[src/rtl/sertx_pkg.sv]
package sertx_pkg;
  localparam int SMP_W        = 18;
  localparam int SHORT_W      = 16;
  localparam int NUM_CH       = 2;
  localparam int WIDE_SLOTS   = 64;
  localparam int NARROW_SLOTS = 32;
  localparam int FRAME_LO     = 256;
  localparam int FRAME_HI     = 384;
  localparam int SLOT_IDX_W   = $clog2(WIDE_SLOTS);
  localparam int HALF_W       = $clog2(FRAME_HI / NARROW_SLOTS / 2 + 1);
  localparam int PH_W         = HALF_W + 1;
  localparam int WLEN_W       = $clog2(SMP_W + 1);
  localparam int IDX_W        = $clog2(SMP_W);

  typedef enum logic [2:0] {
    FMT_IDLE0   = 3'b000,
    FMT_IDLE1   = 3'b001,
    FMT_IDLE2   = 3'b010,
    FMT_BOUND16 = 3'b011,
    FMT_MSB18   = 3'b100,
    FMT_LSB18   = 3'b101,
    FMT_MSB16N  = 3'b110,
    FMT_LSB16N  = 3'b111
  } fmt_code_e;

  typedef struct packed {
    logic                  narrow;
    logic                  msb_first;
    logic                  fs_level;
    logic [WLEN_W-1:0]     wlen;
    logic [SLOT_IDX_W-1:0] first_slot;
    logic [SLOT_IDX_W-1:0] mark_slot;
    logic [HALF_W-1:0]     half_ph;
  } fmt_t;

  function automatic logic is_active_code(input logic [2:0] m);
    return m >= 3'(FMT_BOUND16);
  endfunction

  function automatic fmt_t decode_fmt(input logic [2:0] m, input logic cm);
    fmt_t f;
    f = '0;
    case (fmt_code_e'(m))
      FMT_BOUND16: begin
        f.wlen = WLEN_W'(SHORT_W);     f.first_slot = SLOT_IDX_W'(1);
        f.msb_first = 1'b1;            f.fs_level = 1'b1;
      end
      FMT_MSB18: begin
        f.wlen = WLEN_W'(SMP_W);       f.first_slot = SLOT_IDX_W'(1);
        f.msb_first = 1'b1;            f.mark_slot = '0;
      end
      FMT_LSB18: begin
        f.wlen = WLEN_W'(SMP_W);
        f.first_slot = SLOT_IDX_W'(WIDE_SLOTS / 2 - SMP_W);
        f.mark_slot  = SLOT_IDX_W'(WIDE_SLOTS / 2 - SMP_W - 1);
      end
      FMT_MSB16N, FMT_LSB16N: begin
        f.narrow = 1'b1;               f.wlen = WLEN_W'(SHORT_W);
        f.msb_first = ~m[0];           f.first_slot = '0;
        f.mark_slot = SLOT_IDX_W'(NARROW_SLOTS / 2 - 1);
      end
      default: f = '0;
    endcase
    if (f.narrow)
      f.half_ph = cm ? HALF_W'(FRAME_HI / NARROW_SLOTS / 2) : HALF_W'(FRAME_LO / NARROW_SLOTS / 2);
    else
      f.half_ph = cm ? HALF_W'(FRAME_HI / WIDE_SLOTS / 2) : HALF_W'(FRAME_LO / WIDE_SLOTS / 2);
    return f;
  endfunction
endpackage

[src/rtl/sertx_frame_timer.sv]
module sertx_frame_timer
  import sertx_pkg::*;
(
  input  logic                  clk,
  input  logic                  rst_n,
  input  logic                  live,
  input  fmt_t                  fmt_in,
  output fmt_t                  fmt_q,
  output logic [PH_W-1:0]       ph,
  output logic [SLOT_IDX_W-1:0] slot,
  output logic                  idle,
  output logic                  start
);
  localparam logic [PH_W-1:0] PH_ONE = PH_W'(1);

  logic [PH_W-1:0]       ph_last;
  logic [SLOT_IDX_W-1:0] slot_last;
  logic                  frame_end;

  assign ph_last   = {fmt_q.half_ph, 1'b0} - PH_ONE;
  assign slot_last = fmt_q.narrow ? SLOT_IDX_W'(NARROW_SLOTS - 1) : SLOT_IDX_W'(WIDE_SLOTS - 1);
  assign frame_end = (ph == ph_last) && (slot == slot_last);
  assign start     = live && (idle || frame_end);

  always_ff @(posedge clk or negedge rst_n) begin
    if (!rst_n) begin
      idle  <= 1'b1;
      ph    <= '0;
      slot  <= '0;
      fmt_q <= '0;
    end else if (!live) begin
      idle  <= 1'b1;
      ph    <= '0;
      slot  <= '0;
    end else if (start) begin
      idle  <= 1'b0;
      ph    <= '0;
      slot  <= '0;
      fmt_q <= fmt_in;
    end else if (ph == ph_last) begin
      ph    <= '0;
      slot  <= slot + SLOT_IDX_W'(1);
    end else begin
      ph    <= ph + PH_ONE;
    end
  end
endmodule

[src/rtl/sertx_word_hold.sv]
module sertx_word_hold #(
  parameter int CH = 2,
  parameter int W  = 18
) (
  input  logic                clk,
  input  logic                rst_n,
  input  logic                load,
  input  logic                valid,
  input  logic [CH-1:0][W-1:0] din,
  output logic [CH-1:0][W-1:0] q
);
  for (genvar c = 0; c < CH; c++) begin : g_ch
    always_ff @(posedge clk or negedge rst_n) begin
      if (!rst_n)    q[c] <= '0;
      else if (load) q[c] <= valid ? din[c] : '0;
    end
  end
endmodule

[src/rtl/sertx_framer.sv]
module sertx_framer
  import sertx_pkg::*;
(
  input  logic                         clk,
  input  logic                         rst_n,
  input  logic                         emit,
  input  fmt_t                         fmt,
  input  logic [PH_W-1:0]              ph,
  input  logic [SLOT_IDX_W-1:0]        slot,
  input  logic [NUM_CH-1:0][SMP_W-1:0] words,
  output logic                         sclk_o,
  output logic                         lrclk_o,
  output logic                         fsync_o,
  output logic                         dout_o
);
  localparam int EXT_W = SLOT_IDX_W + 1;

  logic [EXT_W-1:0] h, first, upto, pos, bsel;
  logic [IDX_W-1:0] idx;
  logic             left, in_data, bit_d, fs_d, sclk_d;
  logic [SMP_W-1:0] word;

  always_comb begin
    left    = fmt.narrow ? ~slot[SLOT_IDX_W-2] : ~slot[SLOT_IDX_W-1];
    h       = fmt.narrow ? EXT_W'(slot[SLOT_IDX_W-3:0]) : EXT_W'(slot[SLOT_IDX_W-2:0]);
    first   = EXT_W'(fmt.first_slot);
    upto    = first + EXT_W'(fmt.wlen);
    in_data = (h >= first) && (h < upto);
    pos     = h - first;
    bsel    = fmt.msb_first ? (EXT_W'(fmt.wlen) - EXT_W'(1) - pos) : pos;
    idx     = IDX_W'(bsel + EXT_W'(SMP_W) - EXT_W'(fmt.wlen));
    word    = left ? words[0] : words[1];
    bit_d   = in_data ? word[idx] : 1'b0;
    fs_d    = fmt.fs_level ? in_data : (h == EXT_W'(fmt.mark_slot));
    sclk_d  = ph >= PH_W'(fmt.half_ph);
  end

  always_ff @(posedge clk or negedge rst_n) begin
    if (!rst_n) begin
      sclk_o <= 1'b0; lrclk_o <= 1'b0; fsync_o <= 1'b0; dout_o <= 1'b0;
    end else if (!emit) begin
      sclk_o <= 1'b0; lrclk_o <= 1'b0; fsync_o <= 1'b0; dout_o <= 1'b0;
    end else begin
      sclk_o  <= sclk_d;
      lrclk_o <= left;
      fsync_o <= fs_d;
      dout_o  <= bit_d;
    end
  end
endmodule

[src/rtl/stereo_ser_tx.sv]
module stereo_ser_tx
  import sertx_pkg::*;
(
  input  logic             clk,
  input  logic             rst_n,
  input  logic             run,
  input  logic [2:0]       mode,
  input  logic             cmode,
  input  logic             in_valid,
  output logic             in_ready,
  input  logic [SMP_W-1:0] left_smp,
  input  logic [SMP_W-1:0] right_smp,
  output logic             sclk_o,
  output logic             lrclk_o,
  output logic             fsync_o,
  output logic             dout_o
);
  logic                         live, idle, start;
  fmt_t                         fmt_new, fmt_cur;
  logic [PH_W-1:0]              ph;
  logic [SLOT_IDX_W-1:0]        slot;
  logic [NUM_CH-1:0][SMP_W-1:0] din, words;

  assign live     = run && is_active_code(mode);
  assign fmt_new  = decode_fmt(mode, cmode);
  assign in_ready = start;
  assign din      = {right_smp, left_smp};

  sertx_frame_timer u_timer (
    .clk(clk), .rst_n(rst_n), .live(live), .fmt_in(fmt_new), .fmt_q(fmt_cur),
    .ph(ph), .slot(slot), .idle(idle), .start(start)
  );

  sertx_word_hold #(.CH(NUM_CH), .W(SMP_W)) u_hold (
    .clk(clk), .rst_n(rst_n), .load(start), .valid(in_valid), .din(din), .q(words)
  );

  sertx_framer u_framer (
    .clk(clk), .rst_n(rst_n), .emit(live && !idle), .fmt(fmt_cur), .ph(ph), .slot(slot),
    .words(words), .sclk_o(sclk_o), .lrclk_o(lrclk_o), .fsync_o(fsync_o), .dout_o(dout_o)
  );
endmodule

[config.mk]
export PLATFORM = sky130hd
export DESIGN_NAME = stereo_ser_tx
export DESIGN_NICKNAME = d
export VERILOG_FILES = /design/src/rtl/sertx_pkg.sv /design/src/rtl/sertx_frame_timer.sv /design/src/rtl/sertx_word_hold.sv /design/src/rtl/sertx_framer.sv /design/src/rtl/stereo_ser_tx.sv
export SDC_FILE = /design/constraint.sdc
export NUM_CORES = 1
export LEC_CHECK = 0
export ABC_AREA = 1
export BUFFER_PORTS_ARGS = -buffer_cell sky130_fd_sc_hd__buf_2
export CORE_MARGIN = 3
export CORE_UTILIZATION = 30
export DETAILED_ROUTE_END_ITERATION = 12
export PLACE_DENSITY_LB_ADDON = 0.3
export SETUP_SLACK_MARGIN = 0.15
export SYNTH_ARGS = -nofsm -noshare
export SYNTH_HDL_FRONTEND = slang
export SYNTH_SLANG_ARGS = --single-unit
export TNS_END_PERCENT = 30
[constraint.sdc]
create_clock -name clk -period 5.3 [get_ports clk]
set_input_delay 0.53 -clock clk [delete_from_list [all_inputs] [get_ports clk]]
set_output_delay 0.53 -clock clk [all_outputs]
set_load 0.02 [all_outputs]
== Yosys cells after proc, flatten, opt, wreduce, memory -nomap -nowiden ==
Index checks and enable logic that the tools add are counted.
Operators by class
  $add $sub $neg: 9
  $lt $le $gt $ge: 5
  equality and inequality tests: 10
  mux-type cells: 31
  bitwise logic cells: 3
  reductions and logical operators: 10
Operators with widths (count)
  18-bit 2-to-1 mux: 3
  11-bit one-hot mux with 4 select lines: 1
  6-bit 2-to-1 mux: 4
  5-bit subtractor: 3
  1-bit 2-to-1 mux: 13
  3-bit == test (second input constant): 4
  4-bit 2-to-1 mux: 3
  5-bit 2-to-1 mux: 2
  4-bit one-hot mux with 2 select lines: 1
  6-bit by 5-bit adder with 7-bit output: 1
  7-bit by 6-bit == test with 1-bit output: 1
  7-bit < comparator: 1
  6-bit by 1-bit adder with 6-bit output (second input constant): 1
  6-bit == test: 1
  5-bit by 6-bit >= comparator with 1-bit output: 1
  5-bit by 6-bit < comparator with 1-bit output (second input constant): 1
  5-bit adder (second input constant): 1
  1-bit binary-select mux with 5-bit select: 1
  1-bit logical AND: 5
  5-bit by 1-bit subtractor with 5-bit output (second input constant): 1
  4-bit by 1-bit adder with 4-bit output (second input constant): 1
  4-bit == test: 1
  4-bit by 3-bit >= comparator with 1-bit output: 1
  2-bit OR reduction: 2
  other kinds (12): 14
Storage, ports and cells
  bits in registers: 74
  bits of input ports: 44
  output and inout port bits: 5
  logic and storage cells: 84

== Longest topological paths before layout ==
Gate-level depths: netlist of run 1.
  depth in word-level cells: 10
  depth in mapped cells: 21
  mapped depth without buffers: 21

== Modules after synthesis ==
A second synthesis of run 1 with hierarchy kept.
Unflattened totals
  cells, all modules: 646
  area total of the unflattened synthesis: 4865.9 um^2
By module, submodules not included
  sertx_frame_timer: times used 1, cells each 190, area each 1637.8 um^2, sequential area each 852.1 um^2
  sertx_framer: times used 1, cells each 277, area each 1609.0 um^2, sequential area each 100.1 um^2
  sertx_word_hold: times used 1, cells each 156, area each 1521.5 um^2, sequential area each 900.9 um^2
  stereo_ser_tx: times used 1, cells each 23, area each 97.6 um^2, sequential area each 0.0 um^2

== Least setup slack after synthesis of run 1 ==
OpenSTA, ideal clock, no wires.
  path kind: reg2reg
  start point: register u_timer.slot[0]
  end point: register u_framer.dout_o
  setup time: 0.117 ns
  data arrival time: 2.949 ns
  data required time: 5.183 ns
  setup slack: 2.234 ns
  stages on the path, launching flop included: 19
  path buffers: 0
  period minus slack after synthesis: 3.066 ns
  cell sequence: dfrtp_1 -> inv_1 -> ha_1 -> fa_1 -> ha_1 -> ha_1 -> or2_2 -> nand2_1 -> nand2_1 -> and2_1 -> ha_1 -> inv_1 -> nand3_1 -> nand2_1 -> nand3_1 -> nand2_1 -> inv_1 -> nor2_1 -> nor2_1
Between the ends
  longest elaborated chain between the ends: 10
  elaborated cells between the ends (all ways): 13
  classes of those cells: add/sub: 4; order compare: 2; mux: 6; reduce/logical: 1
Ends and longest elaborated chain
  start: declaration: line sertx_frame_timer.sv:10  | output logic [SLOT_IDX_W-1:0] slot,
  start signal: assignment: line sertx_frame_timer.sv:42  | slot <= slot + SLOT_IDX_W'(1);
  5-bit 2-to-1 mux *: line sertx_framer.sv:25  | h = fmt.narrow ? EXT_W'(slot[SLOT_IDX_W-3:0]) : EXT_W'(slot[SLOT_IDX_W-2:0]);
  5-bit subtractor: line sertx_framer.sv:29  | pos = h - first;
  5-bit subtractor: line sertx_framer.sv:30  | bsel = fmt.msb_first ? (EXT_W'(fmt.wlen) - EXT_W'(1) - pos) : pos;
  5-bit 2-to-1 mux: line sertx_framer.sv:30
  5-bit adder: line sertx_framer.sv:31  | idx = IDX_W'(bsel + EXT_W'(SMP_W) - EXT_W'(fmt.wlen));
  5-bit subtractor: line sertx_framer.sv:31
  1-bit binary-select mux with 5-bit select: line sertx_framer.sv:33  | bit_d = in_data ? word[idx] : 1'b0;
  1-bit 2-to-1 mux (implied by the code): line sertx_framer.sv:33
  1-bit 2-to-1 mux *: line sertx_framer.sv:33
  1-bit 2-to-1 mux *: line sertx_framer.sv:41  | end else if (!emit) begin
  end signal: assignment: line sertx_framer.sv:47  | dout_o <= bit_d;
  end: declaration: line sertx_framer.sv:14  | output logic dout_o
Every way passes the cells marked *; elsewhere a longest branch is shown, timed or not. The select of a mux whose other input is x is not followed.
A chain may end at the register's enable or synchronous reset.

== Final worst setup path of run 1 ==
Same ends and word-level chain as after synthesis.

==> metrics.txt, run 1 <==
Iter 0 DRT Violations 142; Wirelength per Cell 12.3 um; LEAKAGE 2.22 nW; GRT Total Usage 13.2%; final wirelength 8660 um; Synth top cells by count 144 x nand2_1, 72 x nand3_1, 61 x dfrtp_1, 43 x inv_1, 25 x nor2_1; DRC 0; Switching Share 34.4%; worst reg2reg path startpoint u_timer.slot[0]; TritonCTS Buffers 9; post-synthesis sequential area ratio 40.5%; # Max-Cap Violations 0; Max Slew Vio Count 0; vias per cell 4.66; Setup CP Type reg2reg; area grow syn2layout 15.6%; fraction of layout cells with a size suffix above 1 18.6%; Clock Sinks 62; Gate Count Post-Synth 489; critical path launch point u_timer.slot[0]; GPL Wtd Cong 0.871; Worst Path Arrival 3.53 ns; post-route antenna net violation count 0; crit end category flip-flop; Layout Nets 598; DRT Pass-1 Iters 4; Crit-path slowest cell fa_1; Die Span Y 119 um; I/O Buffers 48; CP Data Required Time 5.52 ns; post-CTS setup buffer count 0; warning count from the yosys run 0; NetSw 0.547 mW; crit-path max cell delay 0.47 ns; CTS Buffer Depth 2; Setup TNS 0 ns; Netlist Area Pre-Place 3830 um2; Yosys cell types 32; synthesized area per cell 7.84 um2; die width 119 um; post-CTS resize count 0; area of the die 14200 um2; final hold violation count 0; Post-CTS Hold Buffers 0; largest net degree at the start of global routing 74; EDFF count, synth 0; RSZ-0062 raised after global routing no; Period Utilization, post-route 62.4%; synth top area cells dfrtp_1 40%, nand2_1 14%, nand3_1 9.4%; Root Driver clkbuf_16; TritonCTS clock tree built; min Tclk post-route 3.31 ns; fin util 36.1%; starting density of the core 31.3%; cell row count 40; syn_nets 555; Clock power frac 33.8%; IO Pins 49; worst path cell trace inv_1 > ha_1 > fa_1 > ha_1 > ha_1 > or2_2 > nand2_1 > nand2_1 > and2_1 > ha_1 > inv_1 > nand3_1 > nand2_1 > nand3_1 > nand2_1 > inv_1 > nor2_1 > nor2_1; Yosys top cell by area dfrtp_1; vias in the first global route 3281; Final Instance Count excl. Fillers 705; Seq pwr share 35.3%; GR Overflow Total 0; HP Class in2async; Worst-path clk slew 0.06 ns; total number of vias 3282; fillcell total 1309; number of setup violations in the final report 0; combinational cell fraction of total power 30.9%; Clock Latency Late Sink 0.33 ns; most common cell in the netlist nand2_1; Max FO, Critical Path 5; skew final 0.00694 ns; Peak supply drop 0.187 mV; Post-synth top flop dfrtp_1; Cells after DPL 689; Async SR Flop Fraction 100%; status completed; Int Pwr 1.04 mW; Startpoint Class flip-flop; antenna fix cells 0; antenna violations before repair 0; share of the synthesized area in the top cell type 39.8%; core area 12300 um2; Slew Limit Headroom 41.0%; fmax 0.302 GHz; synthesized flop and latch total 62; first-pass GRT wire length 15400 um; post-detail-place hpwl 6370 um; CTS H-tree lvls 3; PD cells 359 nW/um2; Worst-Margin Slew 0.878 ns
## placed cells by master, fill, tap and decap left out, types with 4 or more instances in the layout
cell / netlist / routed
ha_1: 21 / 21
o21ai_1: 16 / 16
clkbuf_16: 0 / 9
inv_1: 43 / 43
nand3_1: 72 / 72
nor2_1: 25 / 25
dfrtp_1: 61 / 61
o21ai_0: 14 / 14
xnor2_1: 4 / 4
a21oi_1: 12 / 12
buf_2: 2 / 48
xor2_1: 7 / 7
nand2_2: 5 / 5
nand2_1: 144 / 144
o21ai_2: 22 / 22
## registers in the layout, indices dropped and copies added, names as in the netlist
name / count
u_timer.idle: 1
u_timer.fmt_q: 11
u_framer.fsync_o: 1
u_framer.sclk_o: 1
u_framer.lrclk_o: 1
u_timer.slot: 6
u_framer.dout_o: 1
u_timer.ph: 4
u_hold.q: 36
## worst max-delay path: cells and delay by family, from the launching register on
| kind | cells | cell delay, ns |
|---|---|---|
| adders and majority gates | 5 | 1.49 |
| and+or+nand+nor | 10 | 1.07 |
| DFF | 1 | 0.39 |
| buffers and inverters | 3 | 0.24 |
## power by group through the flow
stage	combinational [mW]	clock [mW]	sequential (mW)
6_report	0.492	0.538	0.561
2_1_floorplan	0.395	0	0.556
3_3_place_gp	0.485	0	0.566
4_1_cts	0.499	0.551	0.560
5_1_grt	0.577	0.575	0.567
3_5_place_dp	0.497	0	0.567
## stage by stage
stage	total power [mW]	worst slack, ns	hold slack, ns	cell area [um2]
6_report	1.59	1.99	0.365	4430
3_3_place_gp	1.05	2.08	0.469	4150
2_1_floorplan	0.951	2.23	0.234	3830
4_1_cts	1.61	2.00	0.370	4430
5_1_grt	1.72	1.72	0.382	4430
3_5_place_dp	1.06	2.02	0.477	4150
## area by class of cell
cell class | count | area (um2) | area share [%]
clock inverters | 6 | 37.5 | 0.847
flip-flops and latches | 62 | 1550 | 35.1
well taps | 168 | 210 | 4.75
repair buffers | 50 | 255 | 5.76
multi-input cells | 365 | 1970 | 44.5
clock buffers | 10 | 239 | 5.40
inverters | 44 | 165 | 3.73
## metal layers
metal / track usage [%] / vias up / share of wire [%]
met3: 3.18 / 10 / 4.1
li1: - / 1691 / -
met4: 3.84 / 0 / 1.1
met1: 17.8 / 1515 / 49
met5: 0 / - / 0
met2: 21.1 / 66 / 46
## final timing paths
path                                     to  slack (ns)  cells after the start
setup / recovery            u_framer.dout_o        1.99                     18
hold / removal             u_timer.fmt_q[0]        0.37                      2
setup reg to reg            u_framer.dout_o        1.99                     18
hold reg to reg               u_timer.ph[0]        0.49                      1
max in group asynchronous      u_hold.q[20]        4.41                      2
min in group clk               u_timer.idle        0.38                      2
## cells by family after synthesis
logic type / after synthesis / synth area share (%)
xor gates and xnor gates: 12 / 2.94
DFF: 62 / 40.5
AOI/OAI and AO/OA: 71 / 11.9
and+or+nand+nor: 260 / 29.2
buffers and inverters: 62 / 8.10
adders and majority gates: 22 / 7.38
Power figures use the tool's default switching activity.
==> inputs of run 2 (changes only) <==
==> constraint.sdc (replaced) <==
create_clock -name clk -period 3.3 [get_ports clk]
set_input_delay 0.33 -clock clk [delete_from_list [all_inputs] [get_ports clk]]
set_output_delay 0.33 -clock clk [all_outputs]
set_load 0.02 [all_outputs]
==> metrics.txt, run 2 (synthesis gave the netlist of run 1 again) <==
vias in the first global route 3277 (was 3281); most frequent cells in the layout 142 x nand2_1, 72 x nand3_1, 60 x dfrtp_1 (was 144 x nand2_1, 72 x nand3_1, 61 x dfrtp_1); TritonCTS Buffers 9 (unchanged); final wirelength 9010 um (was 8660 um); status completed (unchanged); fmax 0.336 GHz (was 0.302 GHz); Layout Nets 605 (was 598); final worst slack 0.321 ns (was 1.99 ns); area grow syn2layout 18.3% (was 15.6%); Post-Place Worst Slack 0.0842 ns (was 2.02 ns); I/O Buffers 48 (unchanged); antenna fix cells 0 (unchanged); IO Pins 49 (unchanged); Crit-path slowest cell fa_2 (was fa_1); Setup CP Type reg2reg (unchanged); area of the multi-input gates 2020 um2 (was 1970 um2); number of setup violations in the final report 0 (unchanged); post-detail-place hpwl 6500 um (was 6370 um); cell row count 40 (unchanged); crit end category flip-flop (unchanged); TritonCTS clock tree built (unchanged); Period Utilization, post-route 90.3% (was 62.4%); worst path cell trace ha_2 > fa_2 > ha_4 > ha_1 > or2_4 > nand2_2 > nand2_2 > and2_4 > ha_4 > inv_1 > nand2_1 > nand3b_1 > nand2_1 > nand2_1 > nand2_1 > inv_1 > nor2_1 > nor2_1 (was inv_1 > ha_1 > fa_1 > ha_1 > ha_1 > or2_2 > nand2_1 > nand2_1 > and2_1 > ha_1 > inv_1 > nand3_1 > nand2_1 > nand3_1 > nand2_1 > inv_1 > nor2_1 > nor2_1); total number of vias 3339 (was 3282); most common library cell in the layout ignoring fill and taps nand2_1 (unchanged); combinational cell fraction of total power 33.8% (was 30.9%); fraction of layout cells with a size suffix above 1 21.1% (was 18.6%); Die Span Y 119 um (unchanged); Seq pwr share 34.0% (was 35.3%); # Max-Cap Violations 0 (unchanged); PD cells 584 nW/um2 (was 359 nW/um2); Worst Path Arrival 3.19 ns (was 3.53 ns); crit-path max cell delay 0.60 ns (was 0.47 ns); fillcell total 1295 (was 1309); GPL Wtd Cong 0.854 (was 0.871); Max Slew Vio Count 0 (unchanged); DRC 0 (unchanged); Register Area 1550 um2 (about the same); CTS Buffer Depth 2 (unchanged); Iter 0 DRT Violations 177 (was 142); antenna violations before repair 0 (unchanged); Worst Path Buf+Inv 2 (was 3); starting density of the core 31.3% (unchanged); number of flip-flops in the largest register 36 (unchanged); Int Pwr 1.75 mW (was 1.04 mW); Peak supply drop 0.340 mV (was 0.187 mV); DRT Pass-1 Iters 5 (was 4); Setup TNS 0 ns (unchanged); post-route antenna net violation count 0 (unchanged); vias per cell 4.69 (was 4.66); core area 12300 um2 (unchanged); Wirelength per Cell 12.7 um (was 12.3 um); Max FO, Critical Path 3 (was 5); Worst path top cell family by delay adder cells (unchanged); GRT Total Usage 13.4% (was 13.2%); largest net degree at the start of global routing 74 (unchanged); area of the die 14200 um2 (unchanged); Top Registers u_hold.q: 36 flops, u_timer.fmt_q: 11 flops, u_timer.slot: 6 flops (unchanged); Worst-Margin Slew 0.845 ns (was 0.878 ns); CP dominant cell by count nand2_1; Worst-path clk slew 0.06 ns (about the same); Top reg by flops u_hold.q (unchanged); LEAKAGE 2.25 nW (was 2.22 nW); die width 119 um (unchanged); Clock Latency Late Sink 0.33 ns (about the same); Startpoint Class flip-flop (unchanged); NetSw 0.900 mW (was 0.547 mW); HP Class in2reg (was in2async); Clock Sinks 62 (unchanged); final hold violation count 0 (unchanged); CTS H-tree lvls 3 (unchanged); Slew Limit Headroom 43.7% (was 41.0%); Clock power frac 32.2% (was 33.8%); RSZ-0062 raised after global routing no (unchanged); min Tclk post-route 2.98 ns (was 3.31 ns); skew final 0.00727 ns (was 0.00694 ns); Switching Share 34.0% (was 34.4%); Root Driver clkbuf_16 (unchanged); CP Data Required Time 3.51 ns (was 5.52 ns); GR Overflow Total 0 (unchanged); first-pass GRT wire length 15700 um (was 15400 um)
[run 2: repair_timing]
item                                    CTS  global route
hold buffers                              1             0
pin swaps                                 0             5
hold endpoints to repair                 13             0
resized for setup                         2            13
endpoints found under the setup margin    1             1
setup buffers                             0             1
[run 2: worst paths after layout]
path	start	end	slack (ns)	cells after the start
worst min-delay path	run	u_timer.idle	0.17	2
worst min register to register	u_hold.q[21]	u_hold.q[21]	0.49	2
worst max-delay path	u_timer.fmt_q[9]	u_framer.dout_o	0.32	18
worst max register to register	u_timer.fmt_q[9]	u_framer.dout_o	0.32	18
min in group asynchronous	rst_n	u_timer.fmt_q[1]	0.45	2
max in group asynchronous	rst_n	u_hold.q[16]	1.90	3
[run 2: area by class of cell]
class                           count  share of cell area [%]
Tap cell                          168                    4.64
Sequential cell                    62                    34.3
Inverter                           44                    3.64
Clock buffer                       12                    5.44
Clock inverter                      4                   0.497
Timing Repair Buffer               57                    6.85
Multi-Input combinational cell    365                    44.7
[run 2: per-stage QoR]
step	cell area, um2	total power [mW]	hold slack [ns]	cells	utilization (%)
detailed placement	4190	1.74	0.287	694	34.2
floorplan	3830	1.53	0.0344	489	-
CTS	4480	2.64	0.156	711	36.6
finish	4530	2.65	0.167	712	37.0
global placement	4190	1.72	0.284	694	34.2
global route	4530	2.86	0.166	712	37.0
[run 2: layer usage]
metal	vias up	track usage (%)	part of all wire (%)
li1	1700	-	-
met2	66	21.4	46
met5	-	0	0
met4	0	4.06	1.2
met1	1565	18.4	49
met3	8	2.42	3.7
[run 2: power groups by stage]
stage | registers [mW] | logic (mW) | clock network [mW]
floorplan | 0.893 | 0.635 | 0
global placement | 0.906 | 0.816 | 0
detailed placement | 0.908 | 0.832 | 0
CTS | 0.896 | 0.865 | 0.880
global route | 0.907 | 1.04 | 0.911
finish | 0.898 | 0.894 | 0.853
==> inputs of run 3 (changes only) <==
--- a/config.mk
+++ b/config.mk
@@ -7,6 +7,8 @@
 export LEC_CHECK = 0
 export ABC_AREA = 1
 export BUFFER_PORTS_ARGS = -buffer_cell sky130_fd_sc_hd__buf_2
+export CELL_PAD_IN_SITES_DETAIL_PLACEMENT = 2
+export CELL_PAD_IN_SITES_GLOBAL_PLACEMENT = 2
 export CORE_MARGIN = 3
 export CORE_UTILIZATION = 30
 export DETAILED_ROUTE_END_ITERATION = 12
==> metrics.txt, run 3 (synthesis gave the netlist of run 1 again) <==
antenna violations before repair 0 (unchanged); worst reg2reg path startpoint u_timer.slot[0] (was u_timer.fmt_q[9]); Int Pwr 1.74 mW (was 1.75 mW); fin util 37.2% (was 37.0%); status completed (unchanged); CTS Buffer Depth 2 (unchanged); CP dominant cell by count nand2_1 (unchanged); final wirelength 11800 um (was 9010 um); Slew Limit Headroom 37.0% (was 43.7%); most frequent cells in the layout 143 x nand2_1, 72 x nand3_1, 60 x dfrtp_1 (was 142 x nand2_1, 72 x nand3_1, 60 x dfrtp_1); NetSw 0.943 mW (was 0.900 mW); CP Data Required Time 3.52 ns (was 3.51 ns); reg2reg end u_framer.dout_o (unchanged); starting density of the core 31.3% (unchanged); most common library cell in the layout ignoring fill and taps nand2_1 (unchanged); Iter 0 DRT Violations 145 (was 177); combinational cell fraction of total power 35.4% (was 33.8%); CTS H-tree lvls 3 (unchanged); # Max-Cap Violations 0 (unchanged); antenna fix cells 0 (unchanged); IO Pins 49 (unchanged); GPL Wtd Cong 0.835 (was 0.854); fraction of layout cells with a size suffix above 1 22.3% (was 21.1%); Clock Sinks 62 (unchanged); reg2reg setup slack 0.30 ns (was 0.32 ns); first-pass GRT wire length 20100 um (was 15700 um); Startpoint Class flip-flop (unchanged); final worst slack 0.297 ns (was 0.321 ns); Crit-path slowest cell fa_2 (unchanged); Max FO, Critical Path 3 (unchanged); GR Overflow Total 0 (unchanged); crit end category flip-flop (unchanged); number of setup violations in the final report 0 (unchanged); die width 119 um (unchanged); I/O Buffers 48 (unchanged); DRC 0 (unchanged); GRT Total Usage 17.5% (was 13.4%); vias in the first global route 4029 (was 3277); area of the die 14200 um2 (unchanged); LEAKAGE 2.28 nW (was 2.25 nW); area grow syn2layout 19.0% (was 18.3%); Setup TNS 0 ns (unchanged); PD cells 588 nW/um2 (was 584 nW/um2); Top Registers u_hold.q: 36 flops, u_timer.fmt_q: 11 flops, u_timer.slot: 6 flops (unchanged); core area 12300 um2 (unchanged); Root Driver clkbuf_16 (unchanged); Worst Hold Slack 0.156 ns (was 0.167 ns); Max Slew Vio Count 0 (unchanged); number of flip-flops in the largest register 36 (unchanged); Worst-path clk slew 0.05 ns (was 0.06 ns); Seq pwr share 33.6% (was 34.0%); Worst-Margin Slew 0.945 ns (was 0.845 ns); worst path cell trace inv_2 > ha_2 > fa_2 > ha_4 > ha_1 > or2_4 > nand2_2 > nand2_1 > and2_4 > ha_4 > inv_1 > nand2_1 > nand3b_1 > nand2_1 > nand2_1 > nand2_1 > inv_1 > nor2_1 > nor2_1 (was ha_2 > fa_2 > ha_4 > ha_1 > or2_4 > nand2_2 > nand2_2 > and2_4 > ha_4 > inv_1 > nand2_1 > nand3b_1 > nand2_1 > nand2_1 > nand2_1 > inv_1 > nor2_1 > nor2_1); crit-path max cell delay 0.46 ns (was 0.60 ns); Switching Share 35.2% (was 34.0%); Clock power frac 31.1% (was 32.2%); largest net degree at the start of global routing 74 (unchanged); DRT Pass-1 Iters 4 (was 5); Clock Latency Late Sink 0.32 ns (was 0.33 ns); vias per cell 4.92 (was 4.69); HP Class in2async (was in2reg); post-detail-place hpwl 8760 um (was 6500 um); Post-Place Worst Slack -0.00215 ns (was 0.0842 ns); TritonCTS Buffers 9 (unchanged); RSZ-0062 raised after global routing no (unchanged); skew final 0.00870 ns (was 0.00727 ns); Die Span Y 119 um (unchanged); TritonCTS clock tree built (unchanged); Top reg by flops u_hold.q (unchanged); min Tclk post-route 3.00 ns (was 2.98 ns); cell row count 40 (unchanged); final hold violation count 0 (unchanged); Worst Path Arrival 3.22 ns (was 3.19 ns); fillcell total 1455 (was 1295); Layout Nets 611 (was 605); Setup CP Type reg2reg (unchanged); Peak supply drop 0.231 mV (was 0.340 mV); total number of vias 3520 (was 3339); Period Utilization, post-route 91.0% (was 90.3%); R2R depth 19 (was 18); post-route antenna net violation count 0 (unchanged); Wirelength per Cell 16.4 um (was 12.7 um); fmax 0.333 GHz (was 0.336 GHz)
-- run 3: changes by cell type in the layout (fill, tap and decap cells not counted), sizes merged --
cell / delta
buf: +7
dlygate4sd3: -1
clkinv: -1
clkinvlp: -1
-- run 3: stage by stage --
stage	cell area (um2)	std cells	power, mW
5_1_grt	4560	716	2.89
6_report	4560	716	2.68
4_1_cts	4520	714	2.69
2_1_floorplan	3830	489	1.53
3_5_place_dp	4210	696	1.80
3_3_place_gp	4210	696	1.74
-- run 3: how the worst max path moves through the flow --
| stage | slack, ns | endpoint | from |
|---|---|---|---|
| 2_1_floorplan | 0.23 | u_framer.dout_o | u_timer.slot[0] |
| 3_3_place_gp | 0.13 | u_framer.dout_o | u_timer.slot[0] |
| 3_5_place_dp | -0.002 | u_framer.dout_o | u_timer.slot[0] |
| 4_1_cts | 0.19 | u_framer.dout_o | u_timer.fmt_q[9] |
| 5_1_grt | 0.16 | u_framer.dout_o | u_timer.slot[0] |
| 6_report | 0.30 | u_framer.dout_o | u_timer.slot[0] |
-- run 3: layout make-up --
class                   count  area, um2  area share, %
clock buffers              12        246           5.40
clock inverters             2       10.0          0.219
inverters                  44        165           3.62
multi-input cells         365       2020           44.3
flip-flops and latches     62       1550           34.1
well taps                 168        210           4.61
repair buffers             63        353           7.74
-- run 3: layer usage --
metal | part of all wire, % | GRT usage, %
met1 | 46 | 22.0
met2 | 51 | 30.9
met3 | 2.1 | 2.99
met4 | 1.2 | 4.27
met5 | 0 | 0
-- run 3: timing repair --
item | 4_1_cts | 5_1_grt
hold buffers | 0 | 0
endpoints found under the setup margin | 1 | 1
pin swaps | 2 | 4
setup buffers | 4 | 2
gates resized for setup | 7 | 9
-- run 3: worst max-delay path, delay by kind of cell (launching register included) --
kind	cells	cell delay, ns
simple gates	11	1.17
fa+ha+maj	5	1.22
flops	1	0.38
buf+inv	3	0.14
-- run 3: power by group through the flow --
stage | sequential [mW] | combinational [mW] | clock, mW
floorplan | 0.893 | 0.635 | 0
finish | 0.901 | 0.949 | 0.834
detailed placement | 0.914 | 0.884 | 0
global route | 0.912 | 1.09 | 0.891
CTS | 0.901 | 0.935 | 0.856
global placement | 0.909 | 0.831 | 0
